## config.mk

```make
export PLATFORM = sky130hd
export DESIGN_NAME = bcd_alu
export DESIGN_NICKNAME = d
export VERILOG_FILES = /design/src/rtl/bcd_alu_pkg.sv /design/src/rtl/bcd_alu_arith.sv /design/src/rtl/bcd_alu_logic.sv /design/src/rtl/bcd_alu_adjust.sv /design/src/rtl/bcd_alu.sv
export SDC_FILE = /design/constraint.sdc
export NUM_CORES = 1
export LEC_CHECK = 0
export BUFFER_PORTS_ARGS = -buffer_cell sky130_fd_sc_hd__buf_2
export CAP_MARGIN = 15
export CORE_ASPECT_RATIO = 1.4
export CORE_UTILIZATION = 30
export CTS_BUF_LIST = sky130_fd_sc_hd__clkbuf_8
export DETAILED_ROUTE_END_ITERATION = 8
export GPL_ROUTABILITY_DRIVEN = 0
export GPL_TIMING_DRIVEN = 0
export HOLD_SLACK_MARGIN = 0.03
export PLACE_DENSITY = 0.52
export SLEW_MARGIN = 20
export SYNTH_ARGS = -nofsm -noshare
export SYNTH_HDL_FRONTEND = slang
export SYNTH_SLANG_ARGS = --single-unit
```

## constraint.sdc

```tcl
create_clock -name clk_i -period 1.7 [get_ports clk_i]
set_input_delay 0.51 -clock clk_i [delete_from_list [all_inputs] [get_ports clk_i]]
set_output_delay 0.51 -clock clk_i [all_outputs]
set_load 0.01 [all_outputs]
```

## src/rtl/bcd_alu_pkg.sv

```systemverilog
package bcd_alu_pkg;
  typedef enum logic [3:0] {
    OP_ADD  = 4'd0,
    OP_ADC  = 4'd1,
    OP_SUB  = 4'd2,
    OP_SBC  = 4'd3,
    OP_AND  = 4'd4,
    OP_OR   = 4'd5,
    OP_XOR  = 4'd6,
    OP_PASS = 4'd7,
    OP_INC  = 4'd8,
    OP_DEC  = 4'd9,
    OP_SWAP = 4'd10,
    OP_DPK  = 4'd11,
    OP_DUA  = 4'd12,
    OP_DUS  = 4'd13
  } alu_op_e;
endpackage

```

## src/rtl/bcd_alu_arith.sv

```systemverilog
module bcd_alu_arith #(
  parameter int DW = 8,
  parameter int HB = 4
) (
  input  logic [DW-1:0] a_i,
  input  logic [DW-1:0] b_i,
  input  logic          cin_i,
  input  logic          sub_i,
  output logic [DW-1:0] sum_o,
  output logic          c_o,
  output logic          h_o
);
  logic [DW:0] wide;
  logic [HB:0] low;

  always_comb begin
    if (sub_i) begin
      wide = {1'b0, a_i} - {1'b0, b_i} - {{DW{1'b0}}, cin_i};
      low  = {1'b0, a_i[HB-1:0]} - {1'b0, b_i[HB-1:0]} - {{HB{1'b0}}, cin_i};
    end else begin
      wide = {1'b0, a_i} + {1'b0, b_i} + {{DW{1'b0}}, cin_i};
      low  = {1'b0, a_i[HB-1:0]} + {1'b0, b_i[HB-1:0]} + {{HB{1'b0}}, cin_i};
    end
  end

  assign sum_o = wide[DW-1:0];
  assign c_o   = wide[DW];
  assign h_o   = low[HB];
endmodule

```

## src/rtl/bcd_alu_logic.sv

```systemverilog
module bcd_alu_logic
  import bcd_alu_pkg::*;
#(
  parameter int DW = 8,
  parameter int NW = 4
) (
  input  logic [DW-1:0] a_i,
  input  logic [DW-1:0] b_i,
  input  logic [3:0]    op_i,
  output logic [DW-1:0] res_o
);
  localparam int NN = DW / NW;

  logic [DW-1:0] swapped;

  // nibble order reversed; with two nibbles this is an exchange
  for (genvar g = 0; g < NN; g++) begin : g_nib
    assign swapped[g*NW +: NW] = a_i[(NN-1-g)*NW +: NW];
  end

  always_comb begin
    case (op_i)
      OP_AND:  res_o = a_i & b_i;
      OP_OR:   res_o = a_i | b_i;
      OP_XOR:  res_o = a_i ^ b_i;
      OP_PASS: res_o = b_i;
      OP_SWAP: res_o = swapped;
      default: res_o = '0;
    endcase
  end
endmodule

```

## src/rtl/bcd_alu_adjust.sv

```systemverilog
module bcd_alu_adjust
  import bcd_alu_pkg::*;
#(
  parameter int DW = 8,
  parameter int NW = 4
) (
  input  logic [DW-1:0] a_i,
  input  logic          c_i,
  input  logic          h_i,
  input  logic [3:0]    op_i,
  output logic [DW-1:0] res_o,
  output logic          c_o,
  output logic          h_o
);
  localparam logic [NW-1:0] NINE  = NW'(9);
  localparam logic [NW-1:0] SIX   = NW'(6);
  localparam logic [DW:0]   LO6   = (DW+1)'(6);
  localparam logic [DW-1:0] HI6   = DW'(6) << NW;

  logic          lo_fix;
  logic          hi_fix;
  logic [DW:0]   t;
  logic [NW-1:0] dig;

  assign lo_fix = (a_i[NW-1:0] > NINE) || h_i;
  assign t      = {1'b0, a_i} + (lo_fix ? LO6 : '0);
  assign hi_fix = (t[DW-1:NW] > (DW-NW)'(9)) || c_i || t[DW];

  always_comb begin
    res_o = '0;
    c_o   = 1'b0;
    h_o   = 1'b0;
    dig   = a_i[NW-1:0];
    case (op_i)
      OP_DPK: begin
        res_o = t[DW-1:0] + (hi_fix ? HI6 : '0);
        c_o   = hi_fix;
        h_o   = lo_fix;
      end
      OP_DUA: begin
        if (lo_fix) dig = a_i[NW-1:0] + SIX;
        res_o = {{(DW-NW){1'b0}}, dig};
        c_o   = lo_fix;
        h_o   = lo_fix;
      end
      OP_DUS: begin
        if (lo_fix) dig = a_i[NW-1:0] - SIX;
        res_o = {{(DW-NW){1'b0}}, dig};
        c_o   = lo_fix;
        h_o   = lo_fix;
      end
      default: ;
    endcase
  end
endmodule

```

## src/rtl/bcd_alu.sv

```systemverilog
module bcd_alu
  import bcd_alu_pkg::*;
#(
  parameter int DW = 8,
  parameter int NW = 4
) (
  input  logic          clk_i,
  input  logic          rst_ni,
  input  logic [3:0]    op_i,
  input  logic [DW-1:0] a_i,
  input  logic [DW-1:0] b_i,
  input  logic          c_i,
  input  logic          h_i,
  output logic [DW-1:0] res_o,
  output logic          c_o,
  output logic          h_o,
  output logic          z_o
);
  localparam logic [DW-1:0] ONE = DW'(1);

  logic [DW-1:0] ar_b, ar_sum, lg_res, ad_res, res_d;
  logic          ar_cin, ar_sub, ar_c, ar_h, ad_c, ad_h, c_d, h_d;

  always_comb begin
    ar_b   = b_i;
    ar_cin = 1'b0;
    ar_sub = 1'b0;
    case (op_i)
      OP_ADC: ar_cin = c_i;
      OP_SUB: ar_sub = 1'b1;
      OP_SBC: begin ar_sub = 1'b1; ar_cin = c_i; end
      OP_INC: ar_b = ONE;
      OP_DEC: begin ar_b = ONE; ar_sub = 1'b1; end
      default: ;
    endcase
  end

  bcd_alu_arith #(.DW(DW), .HB(NW)) u_arith (
    .a_i(a_i), .b_i(ar_b), .cin_i(ar_cin), .sub_i(ar_sub),
    .sum_o(ar_sum), .c_o(ar_c), .h_o(ar_h)
  );

  bcd_alu_logic #(.DW(DW), .NW(NW)) u_logic (
    .a_i(a_i), .b_i(b_i), .op_i(op_i), .res_o(lg_res)
  );

  bcd_alu_adjust #(.DW(DW), .NW(NW)) u_adjust (
    .a_i(a_i), .c_i(c_i), .h_i(h_i), .op_i(op_i),
    .res_o(ad_res), .c_o(ad_c), .h_o(ad_h)
  );

  always_comb begin
    case (op_i)
      OP_ADD, OP_ADC, OP_SUB, OP_SBC, OP_INC, OP_DEC: begin
        res_d = ar_sum; c_d = ar_c; h_d = ar_h;
      end
      OP_AND, OP_OR, OP_XOR, OP_PASS, OP_SWAP: begin
        res_d = lg_res; c_d = 1'b0; h_d = 1'b0;
      end
      OP_DPK, OP_DUA, OP_DUS: begin
        res_d = ad_res; c_d = ad_c; h_d = ad_h;
      end
      default: begin
        res_d = '0; c_d = 1'b0; h_d = 1'b0;
      end
    endcase
  end

  always_ff @(posedge clk_i or negedge rst_ni) begin
    if (!rst_ni) begin
      res_o <= '0;
      c_o   <= 1'b0;
      h_o   <= 1'b0;
      z_o   <= 1'b1;
    end else begin
      res_o <= res_d;
      c_o   <= c_d;
      h_o   <= h_d;
      z_o   <= (res_d == '0);
    end
  end


  add_sum_chk: assert property (@(posedge clk_i) disable iff (!rst_ni)
    op_i == OP_ADD |=> {c_o, res_o} == ({1'b0, $past(a_i)} + {1'b0, $past(b_i)}));


  logic_flags_chk: assert property (@(posedge clk_i) disable iff (!rst_ni)
    (op_i inside {OP_AND, OP_OR, OP_XOR, OP_PASS}) |=> !c_o && !h_o);


  swap_chk: assert property (@(posedge clk_i) disable iff (!rst_ni)
    op_i == OP_SWAP |=> res_o == {$past(a_i[NW-1:0]), $past(a_i[DW-1:NW])} && !c_o && !h_o);


  dpk_carry_chk: assert property (@(posedge clk_i) disable iff (!rst_ni)
    (op_i == OP_DPK && c_i) |=> c_o);


  dua_hi_chk: assert property (@(posedge clk_i) disable iff (!rst_ni)
    op_i == OP_DUA |=> res_o[DW-1:NW] == '0 && c_o == h_o);


  dus_hi_chk: assert property (@(posedge clk_i) disable iff (!rst_ni)
    op_i == OP_DUS |=> res_o[DW-1:NW] == '0 && c_o == h_o);


  unused_op_chk: assert property (@(posedge clk_i) disable iff (!rst_ni)
    op_i > OP_DUS |=> res_o == '0 && z_o && !c_o && !h_o);
endmodule

```

==> flow_summary_export.csv <==
group,metric,value,unit
outcome,status,"complete, but fails checks",
outcome,violations,"setup timing",
worst_setup_path,cp_cell_sequence,"buf_8 -> buf_8 -> o21ai_2 -> nand2b_1 -> ha_2 -> fa_2 -> and3_4 -> o311ai_4 -> o311ai_4 -> ha_4 -> fa_2 -> xor2_1 -> xnor2_1 -> a21oi_2 -> nand4b_1 -> a21o_1 -> nor4b_2",
power,p_switching,684.7,uW
run,cap_violations,0,
cells_and_area,drive_above_1_share,40.22,%
drt,vias_per_cell,5.293,
floorplanning,die_area,8311,sq um
clock_network,cts-root-buf,"clkbuf_8",
power,p_int,1.019,mW
cells_and_area,layout-area-overhead-vs-synth,44.51,%
sta,grt_setup_unrepaired,"yes",
power,p_per_area,494.6,nW/um^2
global_route,grt_overflow_total,0,
floorplanning,rows,38,
worst_setup_path,start_kind,"primary input",
cells_and_area,nets,431,
sta,slew_headroom,36.40,%
placement,io_buffers,33,
sta,finalHoldViolations,0,
power,finalPower,1.704,mW
cells_and_area,fin_util,44.72,%
clock_network,path_clk_slew,40,ps
worst_setup_path,criticalPathCategory,"primary input to flip-flop",
sta,tightest_slew,948.3,ps
sta,period_share,201.6,%
global_route,grt_pass1_vias,2512,
global_route,track_usage,19.13,%
drt,ant_nets,0,
sta,clock.fmax,291.8,MHz
power,p_sw_share,40.19,%
clock_network,cts_tree,"built",
hold_path,min-delay-path-class,"primary input to asynchronous set/reset pin",
power,vdd_ir_drop_max,302.8,uV
worst_setup_path,crit_required,1840,ps
floorplanning,ioPinCount,35,
placement,dp_hpwl,5918,um
drt,drtIter0Drc,64,
worst_setup_path,cp.arrival,3570,ps
synth,ys_ff_latch,11,
sta,post-route-min-period,3427,ps
power,p_comb_share,67.6,%
synth,ys_warn_count,0,
clock_network,h-tree-depth,1,
floorplanning,initial_core_util,30.95,%
floorplanning,core,7702,sq um
cells_and_area,design_area,3445,sq um
sta,slew_viol_final,0,
synth,synth_flop_cell,"dfrtp_1",
clock_network,cts_buffers,3,
synth,syn-num-nets,364,
synth,synth_cell_type_count,68,
placement,dpl_cell_area,2779,sq um
worst_setup_path,cp_max_fo,3,
power,clkPwrFrac,14.0,%
worst_setup_path,end_kind,"flip-flop",
clock_network,cts_hold_buf,0,
global_route,antenna_found_initial,0,
worst_setup_path,crit_slowest_cell,"fa_2",
clock_network,clock_sinks,11,
synth,syn_area_per_cell,8.163,sq um
sta,final-setup-viol-count,11,
power,p_leak,1.573,nW
sta,whs,134.8,ps
floorplanning,die_y,107.5,um
drt,drt_pass1_iterations,4,
drt,via_count,2424,
cells_and_area,diodes,0,
synth,synth_edf_count,0,
synth,seq_area_frac_synth,11.60,%
drt,wl_per_cell,16.70,um
worst_setup_path,cpPeakStageDelay,350,ps
floorplanning,die_w,77.34,um
clock_network,clk_path_buf_depth,2,
synth,netlist_area,2384,sq um
drt,drc,0,
global_route,grt_max_degree,14,
synth,synthCells,292,
drt,totalWireLength,7648,um
global_route,grt_pass1_wl,12390,um
power,seq_power_share,18.5,%
synth,async_flop_share,100.0,%
sta,setup_ws,-1727,ps
## area by class of cell
cell class,count,area [sq um]
fill,803,4258
multi-input combinational,232,2258
timing repair buffer,63,491.7
sequential,11,276.5
inverter,37,141.4
tap,100,125.1
buffer,11,106.4
clock buffer,3,41.29
clock inverter,1,3.754
## state kept, by name (all words and copies together), names as in the netlist
name   count
h_o        1
res_o      8
z_o        1
c_o        1
## kinds of logic after synthesis
family,Yosys count,share of synthesized area [%]
multiplexers,9,4.462
adder cells (fa/ha/maj),48,27.09
AND/OR/NAND/NOR,77,18.01
XOR/XNOR,18,6.615
AO/OA/AOI/OAI,80,23.31
flip-flops,11,11.60
buffers and inverters,49,8.924
## cells in the mapped netlist (3+ instances only)
master,instances,share of area (%)
a211o_1,3,1.1
a21oi_1,16,3.4
a22o_1,3,1.1
a22oi_1,3,0.94
buf_2,8,1.7
dfrtp_1,10,10
fa_1,6,5.0
ha_1,42,22
inv_1,36,5.7
mux2_2,3,1.4
mux2i_1,5,2.1
nand2_1,16,2.5
nand2b_1,6,1.6
nor2_1,22,3.5
nor2b_1,5,1.3
nor3_1,3,0.63
o211ai_1,3,0.94
o21a_1,3,0.94
o21ai_0,13,2.7
o21ai_1,4,0.84
o22ai_1,4,1.0
or3_1,4,1.0
xnor2_1,15,5.5
xor2_1,3,1.1
## timing repair
action / 4_1_cts / 5_1_grt
resized for setup: 56 / 24
pin swaps: 35 / 28
endpoints found under the setup margin: 11 / 11
setup buffers: 22 / 8
## stage by stage
stage               TNS (ps)  cells  setup WS, ps
global route          -12430    458         -1881
CTS                   -11770    450         -1731
global placement      -18720    425         -2353
detailed placement    -18930    425         -2412
floorplan             -12780    292         -1792
finish                -11510    458         -1727
## worst max-delay path, delay by kind of cell
family | cells | cell delay (ps)
AOI/OAI and AO/OA | 5 | 830
xor gates and xnor gates | 2 | 290
adders and majority gates | 4 | 1080
buffers and inverters | 2 | 200
and+or+nand+nor | 4 | 640
## power by group through the flow
stage	clock network (mW)	logic, mW	registers (mW)
finish	0.238	1.15	0.314
detailed placement	0	0.872	0.319
CTS	0.247	1.06	0.315
floorplan	0	0.587	0.345
global route	0.266	1.26	0.318
global placement	0	0.859	0.318
## routing by layer
layer  GRT usage (%)  share of wire [%]  vias up
li1                -                  -     1173
met1           21.40                 39     1144
met2           34.89                 52       78
met3           1.356                3.5       29
met4           11.73                4.9        0
met5               0                  0        -
## worst max path at each step
stage / from / end / slack (ps) / depth (start not counted)
2_1_floorplan: a_i[3] / z_o / -1790 / 16
3_3_place_gp: a_i[1] / z_o / -2350 / 15
3_5_place_dp: a_i[1] / z_o / -2410 / 15
4_1_cts: a_i[3] / z_o / -1730 / 17
5_1_grt: a_i[3] / z_o / -1880 / 17
6_report: a_i[3] / z_o / -1730 / 17
## cells in the final DEF (no fill, tap or decap), types with 3 or more instances in the layout
cell / count
a211o_1: 3
a21oi_1: 13
a22o_1: 3
a22oi_1: 3
buf_2: 31
buf_4: 25
buf_6: 10
buf_8: 5
clkbuf_8: 3
dfrtp_1: 10
fa_2: 6
ha_1: 35
ha_4: 6
inv_1: 30
inv_2: 7
mux2i_1: 5
nand2_1: 15
nand2b_1: 6
nor2_1: 21
nor2b_1: 3
nor3_1: 3
o211ai_1: 3
o21a_1: 3
o21ai_0: 8
o21ai_1: 3
o21ai_2: 5
o311ai_4: 3
or3_1: 3
xnor2_1: 14
(Power assumes the default switching activity.)
